--- src/rtl/ibt_pkg.sv ---
package ibt_pkg;
   localparam int IBT_VA_W      = 64;
   localparam int IBT_ASID_W    = 24;
   localparam int IBT_RSV_W     = 7;
   localparam int IBT_TGT_W     = 32;
   localparam int IBT_ENTRY_W   = IBT_VA_W + IBT_ASID_W + IBT_RSV_W + 1 + IBT_TGT_W;
   localparam int IBT_SLOT_LG   = 4;
   localparam int IBT_FAULT_W   = 5;
   localparam int IBT_FAULT_NUM = 16;

   typedef struct packed {
      logic [IBT_TGT_W-1:0]  tgt;
      logic                  en;
      logic [IBT_RSV_W-1:0]  rsv;
      logic [IBT_ASID_W-1:0] asid;
      logic [IBT_VA_W-1:0]   va;
   } ibt_entry_t;

   typedef enum logic [1:0] {
      ST_IDLE = 2'd0,
      ST_REQ  = 2'd1,
      ST_WAIT = 2'd2,
      ST_DONE = 2'd3
   } ibt_state_e;
endpackage

--- src/rtl/ibt_set_addr.sv ---
module ibt_set_addr #(
   parameter int PA_W    = 52,
   parameter int WAYS    = 8,
   parameter int SLOT_LG = 4
) (
   input  logic [PA_W-1:0] va_idx,
   input  logic [PA_W-1:0] base,
   input  logic [PA_W-1:0] mask,
   output logic [PA_W-1:0] set_addr
);
   localparam int ALIGN_LG = $clog2(WAYS) + SLOT_LG;

   logic [PA_W-1:0] raw;

   always_comb begin
      raw      = base | (va_idx & mask);
      set_addr = {raw[PA_W-1:ALIGN_LG], {ALIGN_LG{1'b0}}};
   end
endmodule

--- src/rtl/ibt_entry_cmp.sv ---
module ibt_entry_cmp
   import ibt_pkg::*;
(
   input  logic [IBT_ENTRY_W-1:0] entry,
   input  logic [IBT_VA_W-1:0]    va,
   input  logic [IBT_ASID_W-1:0]  asid,
   output logic                   match,
   output logic [IBT_TGT_W-1:0]   tgt
);
   ibt_entry_t e;

   always_comb begin
      e     = ibt_entry_t'(entry);
      match = e.en && (e.rsv == '0) && (e.va == va) && (e.asid == asid);
      tgt   = e.tgt;
   end
endmodule

--- src/rtl/ibt_walk_ctrl.sv ---
module ibt_walk_ctrl
   import ibt_pkg::*;
#(
   parameter int WAYS  = 8,
   parameter int WAY_W = $clog2(WAYS)
) (
   input  logic             clk,
   input  logic             rst_n,
   input  logic             start,
   input  logic             rvalid,
   input  logic             match,
   output logic             accept,
   output logic             take,
   output logic             busy,
   output logic             req,
   output logic             done,
   output logic             found,
   output logic [WAY_W-1:0] way
);
   localparam logic [WAY_W-1:0] LAST_WAY = WAY_W'(WAYS - 1);

   ibt_state_e       state_q;
   logic [WAY_W-1:0] way_q;
   logic             found_q;

   always_comb begin
      accept = (state_q == ST_IDLE) && start;
      take   = (state_q == ST_WAIT) && rvalid && match;
      busy   = (state_q != ST_IDLE);
      req    = (state_q == ST_REQ);
      done   = (state_q == ST_DONE);
      found  = found_q;
      way    = way_q;
   end

   always_ff @(posedge clk) begin
      if (!rst_n) begin
         state_q <= ST_IDLE;
         way_q   <= '0;
         found_q <= 1'b0;
      end else begin
         unique case (state_q)
            ST_IDLE: if (start) begin
               state_q <= ST_REQ;
               way_q   <= '0;
               found_q <= 1'b0;
            end
            ST_REQ: state_q <= ST_WAIT;
            ST_WAIT: if (rvalid) begin
               if (match) begin
                  found_q <= 1'b1;
                  state_q <= ST_DONE;
               end else if (way_q == LAST_WAY) begin
                  state_q <= ST_DONE;
               end else begin
                  way_q   <= way_q + 1'b1;
                  state_q <= ST_REQ;
               end
            end
            ST_DONE: state_q <= ST_IDLE;
            default: state_q <= ST_IDLE;
         endcase
      end
   end


   accept_chk: assert property (@(posedge clk) disable iff (!rst_n)
      (state_q == ST_IDLE && start) |=> (state_q == ST_REQ && way_q == '0));

   req_single_chk: assert property (@(posedge clk) disable iff (!rst_n)
      (state_q == ST_REQ) |=> (state_q != ST_REQ));

   done_idle_chk: assert property (@(posedge clk) disable iff (!rst_n)
      (state_q == ST_DONE) |=> (state_q == ST_IDLE));

   stop_on_hit_chk: assert property (@(posedge clk) disable iff (!rst_n)
      (state_q == ST_WAIT && rvalid && match) |=> (state_q == ST_DONE && found_q));
endmodule

--- src/rtl/ibt_walker.sv ---
module ibt_walker
   import ibt_pkg::*;
#(
   parameter int PA_W = 52,
   parameter int WAYS = 8
) (
   input  logic                   clk,
   input  logic                   rst_n,
   input  logic                   start,
   input  logic [IBT_VA_W-1:0]    va,
   input  logic [IBT_ASID_W-1:0]  asid,
   input  logic [PA_W-1:0]        base,
   input  logic [PA_W-1:0]        mask,
   output logic                   busy,
   output logic                   done,
   output logic                   hit,
   output logic                   fault,
   output logic [IBT_FAULT_W-1:0] fault_num,
   output logic [IBT_TGT_W-1:0]   target,
   output logic                   mem_req,
   output logic [PA_W-1:0]        mem_addr,
   input  logic                   mem_rvalid,
   input  logic [IBT_ENTRY_W-1:0] mem_rdata
);
   localparam int WAY_W = $clog2(WAYS);

   generate
      if (WAYS < 2 || (WAYS & (WAYS - 1)) != 0) begin : g_bad_ways
         $error("WAYS must be a power of two of at least 2");
      end
      if (PA_W + IBT_SLOT_LG > IBT_VA_W) begin : g_bad_pa
         $error("PA_W too wide for the virtual address");
      end
      if (IBT_ENTRY_W != 128) begin : g_bad_entry
         $error("entry layout must total 128 bits");
      end
   endgenerate

   logic [PA_W-1:0]       set_c, set_q;
   logic [IBT_VA_W-1:0]   va_q;
   logic [IBT_ASID_W-1:0] asid_q;
   logic [IBT_TGT_W-1:0]  tgt_c, tgt_q;
   logic                  match_c, accept, take, found;
   logic [WAY_W-1:0]      way;

   ibt_set_addr #(.PA_W(PA_W), .WAYS(WAYS), .SLOT_LG(IBT_SLOT_LG)) u_set (
      .va_idx   (va[PA_W+IBT_SLOT_LG-1:IBT_SLOT_LG]),
      .base     (base),
      .mask     (mask),
      .set_addr (set_c)
   );

   ibt_entry_cmp u_cmp (
      .entry (mem_rdata),
      .va    (va_q),
      .asid  (asid_q),
      .match (match_c),
      .tgt   (tgt_c)
   );

   ibt_walk_ctrl #(.WAYS(WAYS)) u_ctrl (
      .clk    (clk),
      .rst_n  (rst_n),
      .start  (start),
      .rvalid (mem_rvalid),
      .match  (match_c),
      .accept (accept),
      .take   (take),
      .busy   (busy),
      .req    (mem_req),
      .done   (done),
      .found  (found),
      .way    (way)
   );

   always_ff @(posedge clk) begin
      if (!rst_n) begin
         set_q  <= '0;
         va_q   <= '0;
         asid_q <= '0;
         tgt_q  <= '0;
      end else begin
         if (accept) begin
            set_q  <= set_c;
            va_q   <= va;
            asid_q <= asid;
         end
         if (take) tgt_q <= tgt_c;
      end
   end

   always_comb begin
      mem_addr  = mem_req ? (set_q | PA_W'({way, {IBT_SLOT_LG{1'b0}}})) : '0;
      hit       = done && found;
      fault     = done && !found;
      target    = hit ? tgt_q : '0;
      fault_num = fault ? IBT_FAULT_W'(IBT_FAULT_NUM) : '0;
   end


   quiet_chk: assert property (@(posedge clk) disable iff (!rst_n)
      !done |-> (!hit && !fault && target == '0 && fault_num == '0));

   excl_chk: assert property (@(posedge clk) disable iff (!rst_n)
      !(hit && fault));

   slot_align_chk: assert property (@(posedge clk) disable iff (!rst_n)
      mem_req |-> (mem_addr[IBT_SLOT_LG-1:0] == '0));

   req_busy_chk: assert property (@(posedge clk) disable iff (!rst_n)
      mem_req |-> busy);
endmodule

--- config.mk ---
export PLATFORM = sky130hd
export DESIGN_NAME = ibt_walker
export DESIGN_NICKNAME = d
export VERILOG_FILES = /design/src/rtl/ibt_pkg.sv /design/src/rtl/ibt_set_addr.sv /design/src/rtl/ibt_entry_cmp.sv /design/src/rtl/ibt_walk_ctrl.sv /design/src/rtl/ibt_walker.sv
export SDC_FILE = /design/constraint.sdc
export NUM_CORES = 1
export LEC_CHECK = 0
export BUFFER_PORTS_ARGS = -buffer_cell sky130_fd_sc_hd__buf_2
export CAP_MARGIN = 20
export CORE_AREA = 2 2 161 163
export DETAILED_ROUTE_END_ITERATION = 8
export DIE_AREA = 0 0 163 165
export GPL_ROUTABILITY_DRIVEN = 1
export GPL_TIMING_DRIVEN = 0
export SLEW_MARGIN = 40
export SYNTH_ARGS = -nofsm -noshare
export SYNTH_HDL_FRONTEND = slang
export SYNTH_SLANG_ARGS = --single-unit
--- constraint.sdc ---
create_clock -name clk -period 1.7 [get_ports clk]
set_input_delay 0.17 -clock clk [delete_from_list [all_inputs] [get_ports clk]]
set_output_delay 0.17 -clock clk [all_outputs]
set_load 0.02 [all_outputs]
## After elaboration in Yosys (flattened, before gate mapping)

Cells that the tools add are included.

| word-level totals | value |
|---|---|
| register bits after elaboration | 171 |
| input port bits | 324 |
| output and inout bits | 94 |
| logic and storage cells | 55 |

| cells by class | value |
|---|---|
| add/sub/neg operators | 1 |
| equal/unequal tests | 11 |
| mux-type cells | 17 |
| bitwise operators | 3 |
| reduce and logical (&&, ||, !) cells | 16 |

Operators with widths:

| kind | count |
|---|---|
| $eq A64 B64 Y1 | 1 |
| $and A52 B52 Y52 | 1 |
| $mux W52 | 1 |
| $or A52 B52 Y52 | 1 |
| $or A52 B7 Y52 | 1 |
| $mux W32 | 1 |
| $eq A24 B24 Y1 | 1 |
| $mux W3 | 4 |
| $logic_and A1 B1 Y1 | 8 |
| $mux W2 | 4 |
| $ne A2 B2 Y1 const B | 4 |
| $pmux W2 S4 | 1 |
| $logic_not A7 Y1 | 1 |
| $pmux W3 S2 | 1 |
| $mux W5 | 1 |
| $reduce_and A5 Y1 | 1 |
| $eq A2 B2 Y1 const B | 2 |
| $reduce_and A4 Y1 | 1 |
| $reduce_bool A2 Y1 | 2 |
| $add A3 B1 Y3 const B | 1 |
| $eq A3 B3 Y1 const B | 1 |
| $mux W1 | 3 |
| $eq A2 B1 Y1 const B | 1 |
| $logic_not A2 Y1 | 1 |
| other kinds (4) | 4 |

## Logic depth before layout (Yosys ltp)

| logic depth | value |
|---|---|
| depth in word-level cells | 7 |
| depth in mapped cells | 8 |
| depth with buffers taken out | 6 |

## Modules after synthesis

A second synthesis with hierarchy kept.

| second synthesis, totals | value |
|---|---|
| cell total of the unflattened synthesis | 915 |
| area, all modules | 9127.5 um^2 |

Modules (own cells, without submodules):

| module | instances | cells an instance | area an instance (um^2) | sequential area each (um^2) |
|---|---|---|---|---|
| ibt_walker | 1 | 658 | 7130.6 | 3443.3 |
| ibt_entry_cmp | 1 | 167 | 1278.7 | 0.0 |
| ibt_set_addr | 1 | 53 | 394.1 | 0.0 |
| ibt_walk_ctrl | 1 | 37 | 324.1 | 120.1 |

## Worst setup path before layout

No wires, ideal clock.

| timing | value |
|---|---|
| path type | register to register |
| start point | register asid_q[19] |
| end point | register tgt_q[10] |
| arrival time | 1.817 ns |
| required time | 1.628 ns |
| setup slack | -0.189 ns |
| stages on the path, launching flop included | 8 |
| path buffers | 1 |
| path through | dfxtp_1 > xnor2_1 > nand4_1 > nor4_2 > nand2_1 > nor4_4 > buf_6 > mux2i_1 |

| between the ends | value |
|---|---|
| cells in the longest elaborated chain, start to end | 3 |

RTL lines:

| item | line | source |
|---|---|---|
| start, declared | ibt_walker.sv:41 | `logic [IBT_ASID_W-1:0] asid_q;` |
| start signal, assigned | ibt_walker.sv:86 | `asid_q <= asid;` |
| $eq A24 B24 Y1 | ibt_entry_cmp.sv:14 | `match = e.en && (e.rsv == '0) && (e.va == va) && (e.asid == asid);` |
| $logic_and A1 B1 Y1 | ibt_entry_cmp.sv:14 |  |
| $logic_and A1 B1 Y1 | ibt_walk_ctrl.sv:28 | `take = (state_q == ST_WAIT) && rvalid && match;` |
| end signal, assigned | ibt_walker.sv:88 | `if (take) tgt_q <= tgt_c;` |
| end, declared | ibt_walker.sv:42 | `logic [IBT_TGT_W-1:0] tgt_c, tgt_q;` |

No other way between the ends.
A chain may end at the register's enable or synchronous reset.

## Worst setup path in the final report

| timing | value |
|---|---|
| start point | register asid_q[21] |
| end point | register tgt_q[18] |

Same word-level chain as after synthesis.

==> flow_summary.toml <==
[outcome]
status = "complete, but fails checks"
violations = "negative setup slack"

[job]
cap_violations = 0

[clocking]
clk_pin_slew_ns = 0.07
clk_latency_ns = 0.43
h-tree-depth = 4
cts-root-buf = "clkbuf_16"
max-clock-path-buffers = 2
cts_tree = "built"
cts_buffers = 17
clock-sinks = 171

[power]
swShare_pct = 28.3
p_leak_nw = 6.26
switchingPower_w = 0.00294
p_seq_share_pct = 42.8
p_int_w = 0.00743
p_comb_share_pct = 20.1
powerDensity_nw_per_um2 = 771
p_clk_share_pct = 37.1
peakVddDrop_mv = 0.486

[placement]
gp_congestion = 0.867
dp_cells = 1701
port_buffers = 395
place_ws_ns = -1.12
hpwl_um = 26000

[synthesis]
ys_warn_count = 0
ys_seq_area_share_pct = 41.7
synthArstFlopShare_pct = 0
avgSynthCellArea_um2 = 8.47
synth_flop_cell = "dfxtp_1"
synth.distinct_cells = 36
syn_inst = 969
syn-cell-area_um2 = 8210
synth_edf_count = 0
ys_ff_latch = 171

[setup_path]
rr_startpoint = "asid_q[21]"
cp_data_arrival_time_ns = 2.57
r2r-end = "tgt_q[18]"
critPathKind = "register to register"
path_max_fanout = 6
cp.required_ns = 2.05
r2r_slack_ns = -0.52
worstSetupStartpointType = "register"
rr_worst_depth = 8
end_kind = "register"

[layout]
final_cell_mix = "buf_2, nand2_1, dfxtp_1"
syn_to_final_growth_pct = 63.9
layout-drive-gt1-share_pct = 40.3
fin_util_pct = 53.7
final_cells = 1841
final_common_cell = "buf_2"
fillers = 2356
num-nets-final = 1819

[die]
num_io_pins = 418
initial_core_util_pct = 32.8
die_x_um = 163
die_y_um = 165
fp.dieArea_um2 = 26900
rows = 58
coreArea_um2 = 25000

[drt]
num_vias = 8737
first_pass_iters = 5
avgRoutedWirePerCell_um = 18.8
drcViolationCount = 0
first_iter_violations = 377
postRouteAntennaNets = 0
vias_per_cell = 4.75
routed_wl_um = 34600

[timing]
maxSlewHeadroom_pct = 59.5
hold_viol_final = 0
max_freq_mhz = 450
setup_violations = 77
rsz0062_at_grt = "yes"
timing.final.crit_share_pct = 131
worst_slack_ns = -0.521
slew_violations = 0
min_period_ns = 2.22
worst_slew_pin_slew_ns = 0.602
tns_ns = -18.38
worst_clock_skew_ns = 0.0141

[grt]
grt_pass1_wl_um = 48700
antenna_found_initial = 6
gr-total-overflow = 0
grt_max_degree = 17
grt_usage_pct = 24.4
grt_pass1_vias = 8760

[hold_path]
holdPathEnd = "tgt_q[29]"
hold_path.startpoint = "mem_rdata[125]"
holdCritPathClass = "input port to register"
min_path_cells = 3
==> power by group through the flow <==
stage | clock network (W) | logic (W) | registers [W]
after floorplan | 0 | 0.000920 | 0.00445
after global placement | 0 | 0.00169 | 0.00450
after detailed placement | 0 | 0.00170 | 0.00451
after CTS | 0.00394 | 0.00205 | 0.00443
after global routing | 0.00412 | 0.00227 | 0.00447
final | 0.00384 | 0.00209 | 0.00444
==> layer usage <==
| layer | vias to the layer above | share of wire [%] | GRT usage, % |
|---|---|---|---|
| li1 | 4259 | - | - |
| met1 | 4067 | 41 | 28.2 |
| met2 | 349 | 50 | 43.9 |
| met3 | 60 | 5.9 | 5.17 |
| met4 | 2 | 3.3 | 9.86 |
| met5 | - | 0.038 | 0 |
==> final cells by class <==
cell class	instances	area (µm²)	area share (%)
Timing Repair Buffer	499	3590	26.7
Multi-Input combinational cell	733	4890	36.4
Buffer	70	527	3.92
Sequential cell	171	3450	25.6
Clock buffer	19	453	3.37
Tap cell	330	413	3.07
Antenna cell	6	15.0	0.112
Inverter	1	3.75	0.0279
Clock inverter	12	113	0.837
==> worst max-delay path by stage <==
stage                endpoint     startpoint  cells after the start  slack, ns
global route        tgt_q[13]        va_q[5]                      8      -0.67
global placement    tgt_q[11]  mem_rdata[90]                      8      -1.03
finish              tgt_q[18]     asid_q[21]                      8      -0.52
CTS                 tgt_q[22]        va_q[3]                      8      -0.53
floorplan           tgt_q[10]     asid_q[11]                      7      -0.18
detailed placement  tgt_q[22]  mem_rdata[90]                      8      -1.12
==> critical path, stage by stage, from the launching register on <==
cell and delay, ns:
dfxtp_2 0.34, xnor2_2 0.23, nand4_1 0.19, nor4_4 0.39, nand4_4 0.17, nor4_4 0.25, buf_6 0.21, clkbuf_16 0.17
mux2i_1 0.19
==> synth_stat cells (3+ instances only) <==
cell type / count / area [µm²]
nand2b_1: 3 / 18.8
buf_6: 3 / 33.8
nand2_1: 290 / 1090
nand4_1: 22 / 138
nor4_2: 4 / 50.1
clkbuf_1: 54 / 203
a21boi_1: 88 / 661
buf_1: 5 / 18.8
xnor2_1: 88 / 771
buf_4: 9 / 67.6
o211a_1: 45 / 450
a21oi_1: 46 / 230
mux2i_1: 32 / 320
and2_1: 82 / 513
dfxtp_1: 171 / 3420
==> registers in the layout, indices dropped and copies added, names as in the netlist <==
name and flops:
asid_q 24, u_ctrl.way 3, u_ctrl.state_q 2, u_ctrl.found 1
va_q 64, set_q 45, tgt_q 32
==> logic make-up (layout without fill, tap and decap cells) <==
logic type,Yosys count,after routing,share of synthesized area [%]
compound gates,187,187,17.2
xor+xnor,89,89,9.50
fa+ha+maj,2,2,0.305
buf+inv,73,601,4.04
flops,171,171,41.7
mux,33,33,4.04
other cells,1,14,0.0457
simple gates,413,414,23.2
==> metrics by stage <==
stage | cell area, µm² | hold slack, ns | total power [W]
floorplan | 8250 | 0.297 | 0.00537
global placement | 10600 | 0.412 | 0.00618
detailed placement | 10600 | 0.417 | 0.00621
CTS | 12900 | 0.000119 | 0.0104
global route | 13400 | 0.00551 | 0.0109
finish | 13400 | 0.0139 | 0.0104
==> timing repair <==
item	4_1_cts	5_1_grt
cloned	2	8
setup endpoints to repair	254	175
endpoints found under the hold margin	88	0
buffers inserted	6	3
gates resized for setup	216	140
pin swaps	30	42
hold buffers	88	0
Power figures use the tool's default switching activity.
